`src/rtl/dsirp_pkg.sv`:
```
package dsirp_pkg;
   localparam int HDR_W = 24;
   localparam int WC_W  = 16;
   localparam int VC_W  = 2;
   localparam int DT_W  = 6;

   typedef enum logic [1:0] {
      K_SHORT1 = 2'd0,
      K_SHORT2 = 2'd1,
      K_ACKERR = 2'd2,
      K_LONG   = 2'd3
   } rsp_kind_e;

   typedef enum logic [1:0] {
      RES_NONE   = 2'b00,
      RES_OK     = 2'b01,
      RES_BADARG = 2'b10,
      RES_PROTO  = 2'b11
   } rsp_res_e;

   typedef enum logic [1:0] {
      ST_IDLE = 2'd0,
      ST_HDR  = 2'd1,
      ST_PLD  = 2'd2
   } rsp_st_e;
endpackage

```
`src/rtl/dsirp_hdr_dec.sv`:
```
module dsirp_hdr_dec
   import dsirp_pkg::*;
(
   input  logic [HDR_W-1:0] hdr_i,
   output logic [DT_W-1:0]  dt_o,
   output logic [VC_W-1:0]  vc_o,
   output logic [WC_W-1:0]  wc_o,
   output rsp_kind_e        kind_o
);
   assign dt_o = hdr_i[DT_W-1:0];
   assign vc_o = hdr_i[DT_W+VC_W-1:DT_W];
   assign wc_o = hdr_i[HDR_W-1:DT_W+VC_W];

   // generic and DCS short variants share a decode
   always_comb begin
      unique case (dt_o)
         6'h11, 6'h21: kind_o = K_SHORT1;
         6'h12, 6'h22: kind_o = K_SHORT2;
         6'h02:        kind_o = K_ACKERR;
         default:      kind_o = K_LONG;
      endcase
   end
endmodule

```
`src/rtl/dsirp_unpack.sv`:
```
module dsirp_unpack
   import dsirp_pkg::*;
#(
   parameter int DATA_W = 32,
   localparam int BYTES = DATA_W / 8
)(
   input  logic [WC_W-1:0]   rem_i,
   input  logic [DATA_W-1:0] word_i,
   output logic [DATA_W-1:0] word_o,
   output logic [BYTES-1:0]  be_o,
   output logic              last_o
);
   localparam logic [WC_W-1:0] STEP = WC_W'(BYTES);

   for (genvar i = 0; i < BYTES; i++) begin : g_lane
      assign be_o[i]           = (rem_i > WC_W'(i));
      assign word_o[8*i +: 8]  = be_o[i] ? word_i[8*i +: 8] : 8'h00;
   end

   assign last_o = (rem_i <= STEP);
endmodule

```
`src/rtl/dsi_rsp_parser.sv`:
```
module dsi_rsp_parser
   import dsirp_pkg::*;
#(
   parameter int DATA_W = 32,
   parameter int LEN_W  = 16,
   localparam int BYTES = DATA_W / 8
)(
   input  logic                clk,
   input  logic                rst_n,
   input  logic                start_i,
   input  logic [VC_W-1:0]     exp_vc_i,
   input  logic [LEN_W-1:0]    buf_len_i,
   input  logic                hdr_valid_i,
   input  logic [HDR_W-1:0]    hdr_i,
   input  logic                pld_valid_i,
   input  logic [DATA_W-1:0]   pld_i,
   output logic                hdr_rcvd_o,
   output logic                pld_rcvd_o,
   output logic                rd_valid_o,
   output logic [DATA_W-1:0]   rd_data_o,
   output logic [BYTES-1:0]    rd_be_o,
   output logic                done_o,
   output logic [1:0]          result_o,
   output logic [WC_W-1:0]     err_bits_o
);
   localparam int CMP_W = (LEN_W > WC_W) ? LEN_W : WC_W;
   localparam logic [WC_W-1:0] STEP = WC_W'(BYTES);

   if (DATA_W % 8 != 0) begin : g_bad_width
      $error("DATA_W must be a whole number of bytes");
   end
   if (BYTES < 2) begin : g_bad_lanes
      $error("DATA_W must hold at least two byte lanes");
   end
   if (LEN_W < 1) begin : g_bad_len
      $error("LEN_W must be at least 1");
   end

   rsp_st_e           st_q;
   logic [VC_W-1:0]   vc_q;
   logic [LEN_W-1:0]  len_q;
   logic [WC_W-1:0]   rem_q;

   logic [DT_W-1:0]   h_dt;
   logic [VC_W-1:0]   h_vc;
   logic [WC_W-1:0]   h_wc;
   rsp_kind_e         h_kind;

   dsirp_hdr_dec u_dec (
      .hdr_i  (hdr_i),
      .dt_o   (h_dt),
      .vc_o   (h_vc),
      .wc_o   (h_wc),
      .kind_o (h_kind)
   );

   logic [DATA_W-1:0] up_data;
   logic [BYTES-1:0]  up_be;
   logic              up_last;

   dsirp_unpack #(.DATA_W(DATA_W)) u_unp (
      .rem_i  (rem_q),
      .word_i (pld_i),
      .word_o (up_data),
      .be_o   (up_be),
      .last_o (up_last)
   );

   // short response lanes come from the word count field
   logic [BYTES-1:0]  sh_be;
   logic [DATA_W-1:0] sh_data;
   logic              wc_too_big;
   logic              dt_unused;

   always_comb begin
      sh_be    = '0;
      sh_data  = '0;
      sh_be[0] = (len_q != '0);
      sh_be[1] = (h_kind == K_SHORT2) && (len_q > LEN_W'(1));
      if (sh_be[0]) sh_data[7:0]  = h_wc[7:0];
      if (sh_be[1]) sh_data[15:8] = h_wc[15:8];
   end

   assign wc_too_big = CMP_W'(h_wc) > CMP_W'(len_q);
   assign dt_unused  = ^h_dt;

   always_ff @(posedge clk or negedge rst_n) begin
      if (!rst_n) begin
         st_q       <= ST_IDLE;
         vc_q       <= '0;
         len_q      <= '0;
         rem_q      <= '0;
         hdr_rcvd_o <= 1'b0;
         pld_rcvd_o <= 1'b0;
         rd_valid_o <= 1'b0;
         rd_data_o  <= '0;
         rd_be_o    <= '0;
         done_o     <= 1'b0;
         result_o   <= RES_NONE;
         err_bits_o <= '0;
      end else begin
         rd_valid_o <= 1'b0;
         done_o     <= 1'b0;
         unique case (st_q)
            ST_IDLE: begin
               if (start_i) begin
                  st_q       <= ST_HDR;
                  vc_q       <= exp_vc_i;
                  len_q      <= buf_len_i;
                  hdr_rcvd_o <= 1'b0;
                  pld_rcvd_o <= 1'b0;
                  result_o   <= RES_NONE;
                  err_bits_o <= '0;
               end
            end
            ST_HDR: begin
               if (hdr_valid_i) begin
                  hdr_rcvd_o <= 1'b1;
                  if (h_vc != vc_q) begin
                     st_q     <= ST_IDLE;
                     done_o   <= 1'b1;
                     result_o <= RES_BADARG;
                  end else begin
                     unique case (h_kind)
                        K_SHORT1, K_SHORT2: begin
                           rd_valid_o <= |sh_be;
                           rd_data_o  <= sh_data;
                           rd_be_o    <= sh_be;
                           st_q       <= ST_IDLE;
                           done_o     <= 1'b1;
                           result_o   <= RES_OK;
                        end
                        K_ACKERR: begin
                           err_bits_o <= h_wc;
                           st_q       <= ST_IDLE;
                           done_o     <= 1'b1;
                           result_o   <= RES_PROTO;
                        end
                        default: begin
                           if (wc_too_big) begin
                              st_q     <= ST_IDLE;
                              done_o   <= 1'b1;
                              result_o <= RES_BADARG;
                           end else if (h_wc == '0) begin
                              st_q     <= ST_IDLE;
                              done_o   <= 1'b1;
                              result_o <= RES_OK;
                           end else begin
                              rem_q <= h_wc;
                              st_q  <= ST_PLD;
                           end
                        end
                     endcase
                  end
               end
            end
            ST_PLD: begin
               if (pld_valid_i) begin
                  pld_rcvd_o <= 1'b1;
                  rd_valid_o <= 1'b1;
                  rd_data_o  <= up_data;
                  rd_be_o    <= up_be;
                  if (up_last) begin
                     rem_q    <= '0;
                     st_q     <= ST_IDLE;
                     done_o   <= 1'b1;
                     result_o <= RES_OK;
                  end else begin
                     rem_q <= rem_q - STEP;
                  end
               end
            end
            default: st_q <= ST_IDLE;
         endcase
      end
   end

   // data type bits are consumed only through the kind decode
   logic unused_ok;
   assign unused_ok = dt_unused;
endmodule

```
`config.mk`:
```
export PLATFORM = sky130hd
export DESIGN_NAME = dsi_rsp_parser
export DESIGN_NICKNAME = d
export VERILOG_FILES = /design/src/rtl/dsirp_pkg.sv /design/src/rtl/dsirp_hdr_dec.sv /design/src/rtl/dsirp_unpack.sv /design/src/rtl/dsi_rsp_parser.sv
export SDC_FILE = /design/constraint.sdc
export NUM_CORES = 1
export LEC_CHECK = 0
export ABC_AREA = 1
export CORE_ASPECT_RATIO = 1.1
export CORE_MARGIN = 3
export CORE_UTILIZATION = 53
export CTS_CLUSTER_DIAMETER = 150
export CTS_CLUSTER_SIZE = 40
export DETAILED_ROUTE_END_ITERATION = 8
export GPL_TIMING_DRIVEN = 0
export PLACE_DENSITY_LB_ADDON = 0.12
export SYNTH_ARGS = -nofsm -noshare
export SYNTH_HDL_FRONTEND = slang
export SYNTH_SLANG_ARGS = --single-unit
```
`constraint.sdc`:
```
create_clock -name clk -period 2.7 [get_ports clk]
set_input_delay 0.54 -clock clk [delete_from_list [all_inputs] [get_ports clk]]
set_output_delay 0.54 -clock clk [all_outputs]
set_load 0.02 [all_outputs]
```
Word level (Yosys, flattened, before mapping)
Cells that the tools add are included.
- bits in registers: 94
- bits of input ports: 79
- output and inout bits: 58
- word-level logic and storage cells: 129
- add/subtract/negate cells: 1
- order comparisons: 7
- eq/ne operators: 21
- mux-type cells: 66
- reduce and logical (&&, ||, !) cells: 22
- operator list (cell ; count):
    16-bit two-way mux ; 11
    32-bit two-way mux ; 4
    16-bit case mux with 2 select lines ; 2
    32-bit case mux with 2 select lines ; 1
    16-bit by 1-bit greater-than comparator with 1-bit output (second input constant) ; 3
    8-bit two-way mux ; 6
    16-bit by 2-bit greater-than comparator with 1-bit output (second input constant) ; 2
    2-bit two-way mux ; 15
    2-bit != test (second input constant) ; 9
    2-bit case mux with 3 select lines ; 3
    16-bit greater-than comparator ; 1
    16-bit by 3-bit <= comparator with 1-bit output (second input constant) ; 1
    16-bit zero test ; 1
    4-bit two-way mux ; 4
    16-bit nonzero test ; 1
    16-bit by 3-bit subtractor with 16-bit output (second input constant) ; 1
    1-bit two-way mux ; 14
    6-bit by 5-bit == test with 1-bit output (second input constant) ; 2
    6-bit == test (second input constant) ; 2
    5-bit AND reduction ; 2
    1-bit case mux with 2 select lines ; 4
    4-bit case mux with 2 select lines ; 1
    2-bit OR reduction ; 4
    7-bit AND reduction ; 1
    other kinds (16) ; 22

Longest topological paths before layout
Gate-level depths: netlist of run 1.
- depth after elaboration: 10
- depth in mapped cells: 17
- depth with buffers taken out: 17

By module
Synthesis of run 1 repeated with hierarchy kept, for this count alone.
- cell total of the unflattened synthesis: 750
- area total of the unflattened synthesis: 5776.8 sq um
- modules (own cells, without submodules) (module ; instances ; cells each ; area each (sq um) ; seq. area each (sq um)):
    dsi_rsp_parser ; 1 ; 635 ; 5076.1 ; 2352.3
    dsirp_unpack ; 1 ; 73 ; 442.9 ; 0.0
    dsirp_hdr_dec ; 1 ; 42 ; 257.7 ; 0.0

Least setup slack after synthesis of run 1
OpenSTA, ideal clock, no wires.
- kind: input to register
- start point: input port hdr_i[23]
- end point: register rem_q[1]
- library setup time: 0.117 ns
- data arrival time: 1.756 ns
- required time: 2.583 ns
- path slack: 0.828 ns
- cell stages on the path: 11
- buffers on the path: 1
- cells stage by stage: ha_1 nand2_1 nor3_1 nand2_1 nand2_1 nand2_1 nand2_4 nand2_8 buf_6 nand3_1 nand2_1
- longest elaborated chain between the ends: 3
- elaborated cells on any way between the ends: 5
- those cells by class: order compare: 1; eq/ne: 2; reduce/logical: 2
- RTL lines (item ; line ; text):
    start, declared ; dsi_rsp_parser.sv:14 ; input logic [HDR_W-1:0] hdr_i,
    16-bit greater-than comparator or 16-bit zero test (tied branches) ; dsi_rsp_parser.sv:84, dsi_rsp_parser.sv:144 ;
    2-bit != test (no line) ; - ;
    7-bit AND reduction (no line) * ; - ;
    end signal, assigned ; dsi_rsp_parser.sv:149 ; rem_q <= h_wc;
    end signal, assigned ; dsi_rsp_parser.sv:169 ; rem_q <= rem_q - STEP;
    end, declared ; dsi_rsp_parser.sv:42 ; logic [WC_W-1:0] rem_q;
Mark *: on every way between the ends. The rest lies on a longest branch, timed or not.
A chain may end at the register's enable or synchronous reset.

Worst setup path after layout of run 1
- start point: input port hdr_i[19]
- end point: register rem_q[1]
The elaborated chain is that of the path after synthesis.

==> summary.md, run 1 <==
| Metric | Value |
|---|---|
| Layout cell share with drive strength beyond 1 | `7.20%` |
| Peak VDD IR | `0.522 mV` |
| Ports | `137` |
| Fmax achieved | `428 MHz` |
| Switching share of power | `46.5%` |
| DR WL met3 | `1.20 mm` |
| Post-DP HPWL | `12.0 mm` |
| CTS Sinks | `94` |
| Placed inst area | `6590 sq um` |
| PnR worst setup slack | `0.362 ns` |
| Psw | `3.56 mW` |
| EDFF count, synth | `0` |
| Asr flop ratio synth | `100%` |
| Cells after Synth | `625` |
| Via count | `5132` |
| Root buf cell | `clkbuf_8` |
| Post-route clock period utilization | `86.6%` |
| Most frequent cells in the layout | `clkdlybuf4s50_1, nand2_1, dfrtp_1` |
| RSZ-0062 raised after global routing | `false` |
| PortBufs | `136` |
| Post-Syn Area | `5060 sq um` |
| Clk pwr share | `11.8%` |
| Max Cap Viol | `0` |
| Initial DRC count | `421` |
| Combinational share of power | `56.7%` |
| Worst-margin pin slew | `0.581 ns` |
| Post-layout instance area | `6770 sq um` |
| CTS max path bufs | `2` |
| 1st-pass router iterations | `5` |
| Die area | `10800 sq um` |
| Number of library cell types mapped by synthesis | `38` |
| Min Tclk post-route | `2.34 ns` |
| Synth warnings | `0` |
| Max incr delay on CP | `0.49 ns` |
| Inserted Clock Buffers | `9` |
| Slowest stage cell, crit path | `clkdlybuf4s50_1` |
| PD cells | `1130 nW/um^2` |
| Drt via density | `5.75` |
| Outcome | `completed` |
| Sequential cell fraction of total power | `31.5%` |
| Setup bufs post-CTS | `0` |
| Slew headroom | `60.9%` |
| Starting density of the core | `55.7%` |
| Core Area | `9100 sq um` |
| Clock latency on the worst-skew pair | `0.38 ns` |
| CTS clk-pin slew, worst paths | `0.10 ns` |
| Hold Buf Count CTS | `0` |
| Chip Width | `99.2 um` |
| Row cnt | `36` |
| Setup crit start kind | `input pin` |
| Worst-path fanout max | `10` |
| Initial antenna violation count | `0` |
| Top Layer Used | `met4` |
| Type of the worst min-delay path | `in -> async` |
| Layout net count | `873` |
| Post-cts resize count | `0` |
| Worst EP arrival | `2.66 ns` |
| Place WS | `0.0154 ns` |
| Worst Setup Path Type | `in -> reg` |
| Final setup violation count | `0` |
| Leak | `3.20 nW` |
| Max Slew Vio Count | `0` |
| Met2 routed WL | `7.67 mm` |
| Routed length per instance | `17.4 um` |
| # DRC | `0` |
| Grt ovf | `0` |
| Final WL | `15.6 mm` |
| Gr usage total | `29.4%` |
| Critical path cell sequence | `clkdlybuf4s50_1 -> ha_1 -> nand4_1 -> nor3_1 -> nand3_1 -> nand2_1 -> nand2_4 -> nand2_8 -> buf_6 -> nand3_1 -> nand2_1` |
| Most common cell after layout, fill and taps aside | `clkdlybuf4s50_1` |
| CP Capture Type | `flop` |
| Worst path required time | `3.02 ns` |
| P&R area growth vs syn | `33.8%` |
| Final Hold Viols | `0` |
| Post-synthesis sequential area ratio | `46.5%` |
| Gpl congestion | `0.922` |
| Top_reg_cell synth | `dfrtp_1` |
| Worst Skew | `0.00865 ns` |
| CTS tree | `done` |
| First-pass GRT wire length | `24.9 mm` |
| Wl on met1 | `6.11 mm` |
| Post-synthesis area per instance | `8.10 sq um` |
| # diodes | `0` |
| P_int | `4.10 mW` |
| Final ANT Viol Nets | `0` |
| Pin count of the biggest net entering global routing | `52` |
| Vias in the first global route | `5101` |
| # H-tree levels | `3` |
| Syn_nets | `725` |
| R2R cell count | `9` |
| Die height | `109 um` |
| Yosys reg bits | `94` |
cell families after synthesis:
kind of cell	share of synthesized area (%)
flip-flops	46.5
AO/OA/AOI/OAI	14.9
AND/OR/NAND/NOR	24.1
buffers and inverters	7.39
adder cells (fa/ha/maj)	5.19
XOR/XNOR	1.90
metrics by stage:
stage                     hold slack [ns]  TNS, ns  util, %  power, mW  cells
after global routing                0.195        0     74.4       8.20    892
after detailed placement            0.470        0     72.5       6.73    876
after floorplan                     0.244        0        -       5.11    625
after CTS                           0.173        0     74.4       7.65    892
final                               0.157        0     74.4       7.65    892
after global placement              0.463  -214.19     72.2       6.56    875
critical path: cells and delay by family:
kind / cells / cell delay [ns]
adders and majority gates: 1 / 0.37
buffers and inverters: 2 / 0.64
and+or+nand+nor: 8 / 1.08
worst paths after layout:
path	start	end	slack (ns)
min in group clk	rd_data_o[19]	rd_data_o[19]	0.49
min	rst_n	rem_q[13]	0.16
min reg2reg	rd_data_o[19]	rd_data_o[19]	0.49
max	hdr_i[19]	rem_q[1]	0.36
max reg2reg	st_q[1]	err_bits_o[14]	0.43
max in group asynchronous	rst_n	rd_be_o[1]	1.89
flip-flops by register name, indices dropped and copies added (netlist names), 2 cells and up:
register	count
rd_data_o	32
err_bits_o	16
len_q	16
rem_q	16
rd_be_o	4
result_o	2
st_q	2
vc_q	2
cell type report:
type	count	area, sq um
Sequential cell	94	2350
Multi-Input combinational cell	439	2340
Fill cell	708	2330
Timing Repair Buffer	137	1390
Inverter	72	270
Tap cell	114	143
Clock buffer	9	124
Buffer	20	104
Clock inverter	7	56.3
cells in the mapped netlist, types with 5 or more instances:
cell        n  area share [%]
inv_2      11            0.82
buf_2       5            0.49
nand4_1    12             1.5
clkbuf_1   10            0.74
ha_1       21             5.2
nand3_1    38             3.8
o21ai_0    38             3.8
inv_1      61             4.5
xor2_1     10             1.7
nor2_1     72             5.3
nor3_1      6            0.59
dfrtp_1    94              46
o21ai_1    14             1.4
a22o_1      8             1.4
a21oi_1    51             5.0
o22ai_1    14             1.7
a31oi_1     7            0.86
nand2_1   119             8.8
power by group through the flow:
stage / Sequential, mW / Clock (mW) / Combinational, mW
6_report: 2.41 / 0.904 / 4.34
5_1_grt: 2.48 / 0.959 / 4.76
4_1_cts: 2.41 / 0.916 / 4.33
3_5_place_dp: 2.44 / 0 / 4.29
3_3_place_gp: 2.41 / 0 / 4.15
2_1_floorplan: 2.78 / 0 / 2.33
per-layer routing:
layer	track usage, %	vias to the layer above
li1	-	2360
met1	38.2	2462
met2	49.0	266
met3	3.81	44
met4	13.3	0
met5	0	-
No activity file was read; power rests on OpenSTA's default activity.
==> inputs of run 2 (changes only) <==
--- a/config.mk
+++ b/config.mk
@@ -12,7 +12,7 @@
 export CTS_CLUSTER_DIAMETER = 150
 export CTS_CLUSTER_SIZE = 40
 export DETAILED_ROUTE_END_ITERATION = 8
-export GPL_TIMING_DRIVEN = 0
+export GPL_TIMING_DRIVEN = 1
 export PLACE_DENSITY_LB_ADDON = 0.12
 export SYNTH_ARGS = -nofsm -noshare
 export SYNTH_HDL_FRONTEND = slang
==> summary.md, run 2 (synthesis gave the netlist of run 1 again) <==
| Metric | Value |
|---|---|
| # diodes | `0 (unchanged)` |
| Setup crit start kind | `input pin` |
| CTS tree | `done` |
| R2R Setup Slk | `0.46 ns (+0.03 ns)` |
| Inserted Clock Buffers | `9 (unchanged)` |
| Final ANT Viol Nets | `0 (unchanged)` |
| CP Capture Type | `flop` |
| Die height | `109 um (unchanged)` |
| Worst-path fanout max | `28 (+18)` |
| Leak | `3.19 nW (-0.27%)` |
| Final WL | `15.0 mm (-3.4%)` |
| Initial DRC count | `330 (-22%)` |
| Core Area | `9100 sq um (unchanged)` |
| Most frequent cells in the layout | `clkdlybuf4s50_1, nand2_1, dfrtp_1` |
| Pin count of the biggest net entering global routing | `39 (-25%)` |
| First-pass GRT wire length | `24.3 mm (-2.3%)` |
| Layout net count | `862 (-1.3%)` |
| Min Tclk post-route | `2.29 ns (-0.0481 ns)` |
| Chip Width | `99.2 um (unchanged)` |
| Root buf cell | `clkbuf_8` |
| Outcome | `completed` |
| Via count | `4912 (-4.3%)` |
| Largest register FFs | `32 (unchanged)` |
| Most common cell after layout, fill and taps aside | `clkdlybuf4s50_1` |
| Ports | `137 (unchanged)` |
| Gpl congestion | `0.911 (-1.3%)` |
| Post-Place Cells | `865 (-1.3%)` |
| Fmax achieved | `437 MHz (+2.1%)` |
| Gr usage total | `28.8% (-0.55 points)` |
| Vias in the first global route | `5043 (-1.1%)` |
| Worst EP arrival | `2.56 ns (-0.10 ns)` |
| RSZ-0062 raised after global routing | `false` |
| Post-DP HPWL | `11.6 mm (-3.2%)` |
| Layout cell share with drive strength beyond 1 | `7.30% (+0.10 points)` |
| Final std cells w/o fill | `881 (-1.2%)` |
| Clk pwr share | `13.0% (+1.2 points)` |
| Final TNS setup | `0 ns (unchanged)` |
| # H-tree levels | `3 (unchanged)` |
| Final setup violation count | `0 (unchanged)` |
| Starting density of the core | `55.7% (unchanged)` |
| P&R area growth vs syn | `33.5%` |
| Peak VDD IR | `0.721 mV (+38%)` |
| Switching share of power | `45.5% (-1.0 points)` |
| Worst-margin pin slew | `0.758 ns (+0.177 ns)` |
| Hold Buf Count CTS | `0 (unchanged)` |
| P_int | `4.13 mW (+0.75%)` |
| Post-route clock period utilization | `84.8% (-1.8 points)` |
| Grt ovf | `0 (unchanged)` |
| PD cells | `1120 nW/um^2 (-0.87%)` |
| Worst path required time | `2.97 ns (-0.05 ns)` |
| R2R cell count | `8 (-1)` |
| Worst Setup Path Type | `in -> reg` |
| Row cnt | `36 (unchanged)` |
| Slew headroom | `49.0% (-12 points)` |
| Top reg by flops | `rd_data_o` |
| Critical path cell sequence | `clkdlybuf4s50_1 -> ha_1 -> nand2_1 -> nand2_1 -> nand3_1 -> nand2_1 -> a21oi_1 -> nand2_1 -> nand2_1 -> nand2_4 -> nand2_8 -> nand2_1 -> nand2_1 -> nand2_1` |
| Final Hold Viols | `0 (unchanged)` |
| Slowest stage cell, crit path | `clkdlybuf4s50_1` |
| Clock latency on the worst-skew pair | `0.38 ns (about the same)` |
| Combinational share of power | `55.2% (-1.5 points)` |
| Post-cts resize count | `0 (unchanged)` |
| Max Slew Vio Count | `0 (unchanged)` |
| CTS max path bufs | `2 (unchanged)` |
| Psw | `3.44 mW (-3.2%)` |
| RR Endpoint | `err_bits_o[1]` |
| Drt via density | `5.58 (-3.1%)` |
| CTS Sinks | `94 (unchanged)` |
| PortBufs | `136 (unchanged)` |
| Die area | `10800 sq um (unchanged)` |
| # DRC | `0 (unchanged)` |
| Worst R2R Start | `st_q[1]` |
| Routed length per instance | `17.1 um (-2.2%)` |
| Initial antenna violation count | `0 (unchanged)` |
| Sequential cell fraction of total power | `31.7% (+0.2 points)` |
| CTS clk-pin slew, worst paths | `0.09 ns (about the same)` |
| 1st-pass router iterations | `5 (unchanged)` |
| Worst Skew | `0.0135 ns (+0.00488 ns)` |
| Max Cap Viol | `0 (unchanged)` |
| CP dominant cell by count | `nand2_1` |
| Max incr delay on CP | `0.48 ns (about the same)` |
| Type of the worst min-delay path | `in -> async` |
| Setup bufs post-CTS | `0 (unchanged)` |
run 2: changes by cell type in the layout (fill, tap and decap cells not counted), sizes merged:
cell,change
clkinvlp,+2
clkbuf,-9
buf,-1
bufinv,+1
inv,-4
run 2: worst max-delay path by stage:
stage,startpoint,endpoint,slack [ns],cells after the start
2_1_floorplan,hdr_i[23],rem_q[1],0.83,11
3_3_place_gp,hdr_i[23],rem_q[1],0.12,11
3_5_place_dp,hdr_i[23],rem_q[1],0.04,12
4_1_cts,hdr_i[17],rem_q[1],0.45,14
5_1_grt,hdr_i[17],rem_q[1],0.24,11
6_report,hdr_i[17],rem_q[1],0.41,14
run 2: power groups by stage:
| stage | sequential [mW] | clock [mW] | combinational, mW |
|---|---|---|---|
| detailed placement | 2.42 | 0 | 4.15 |
| CTS | 2.40 | 0.995 | 4.18 |
| floorplan | 2.78 | 0 | 2.33 |
| global route | 2.47 | 1.04 | 4.67 |
| global placement | 2.40 | 0 | 4.02 |
| finish | 2.40 | 0.985 | 4.18 |
run 2: metal layers:
layer	track usage, %	part of all wire [%]
met1	35.8	40
met2	47.5	47
met3	5.10	7.2
met4	16.4	5.6
met5	0	0
run 2: through the flow:
step	power, mW	setup slack (ns)	utilization, %	cell area (sq um)	hold slack [ns]
finish	7.57	0.410	74.3	6760	0.115
global route	8.18	0.240	74.3	6760	0.149
CTS	7.57	0.445	74.3	6760	0.123
detailed placement	6.57	0.0374	72.0	6550	0.469
global placement	6.42	0.117	72.0	6550	0.462
floorplan	5.11	0.828	-	5060	0.244
run 2: final cells by class:
class	instances	area [sq um]
Sequential cell	94	2350
Fill cell	726	2340
Multi-Input combinational cell	439	2340
Timing Repair Buffer	146	1450
Inverter	72	270
Tap cell	114	143
Clock buffer	10	138
Clock inverter	6	71.3
run 2: critical path: cells and delay by family:
family                   cells  cell delay (ns)
AND/OR/NAND/NOR             11             1.00
buffers and inverters        1             0.48
adder cells (fa/ha/maj)      1             0.37
AO/OA/AOI/OAI                1             0.19
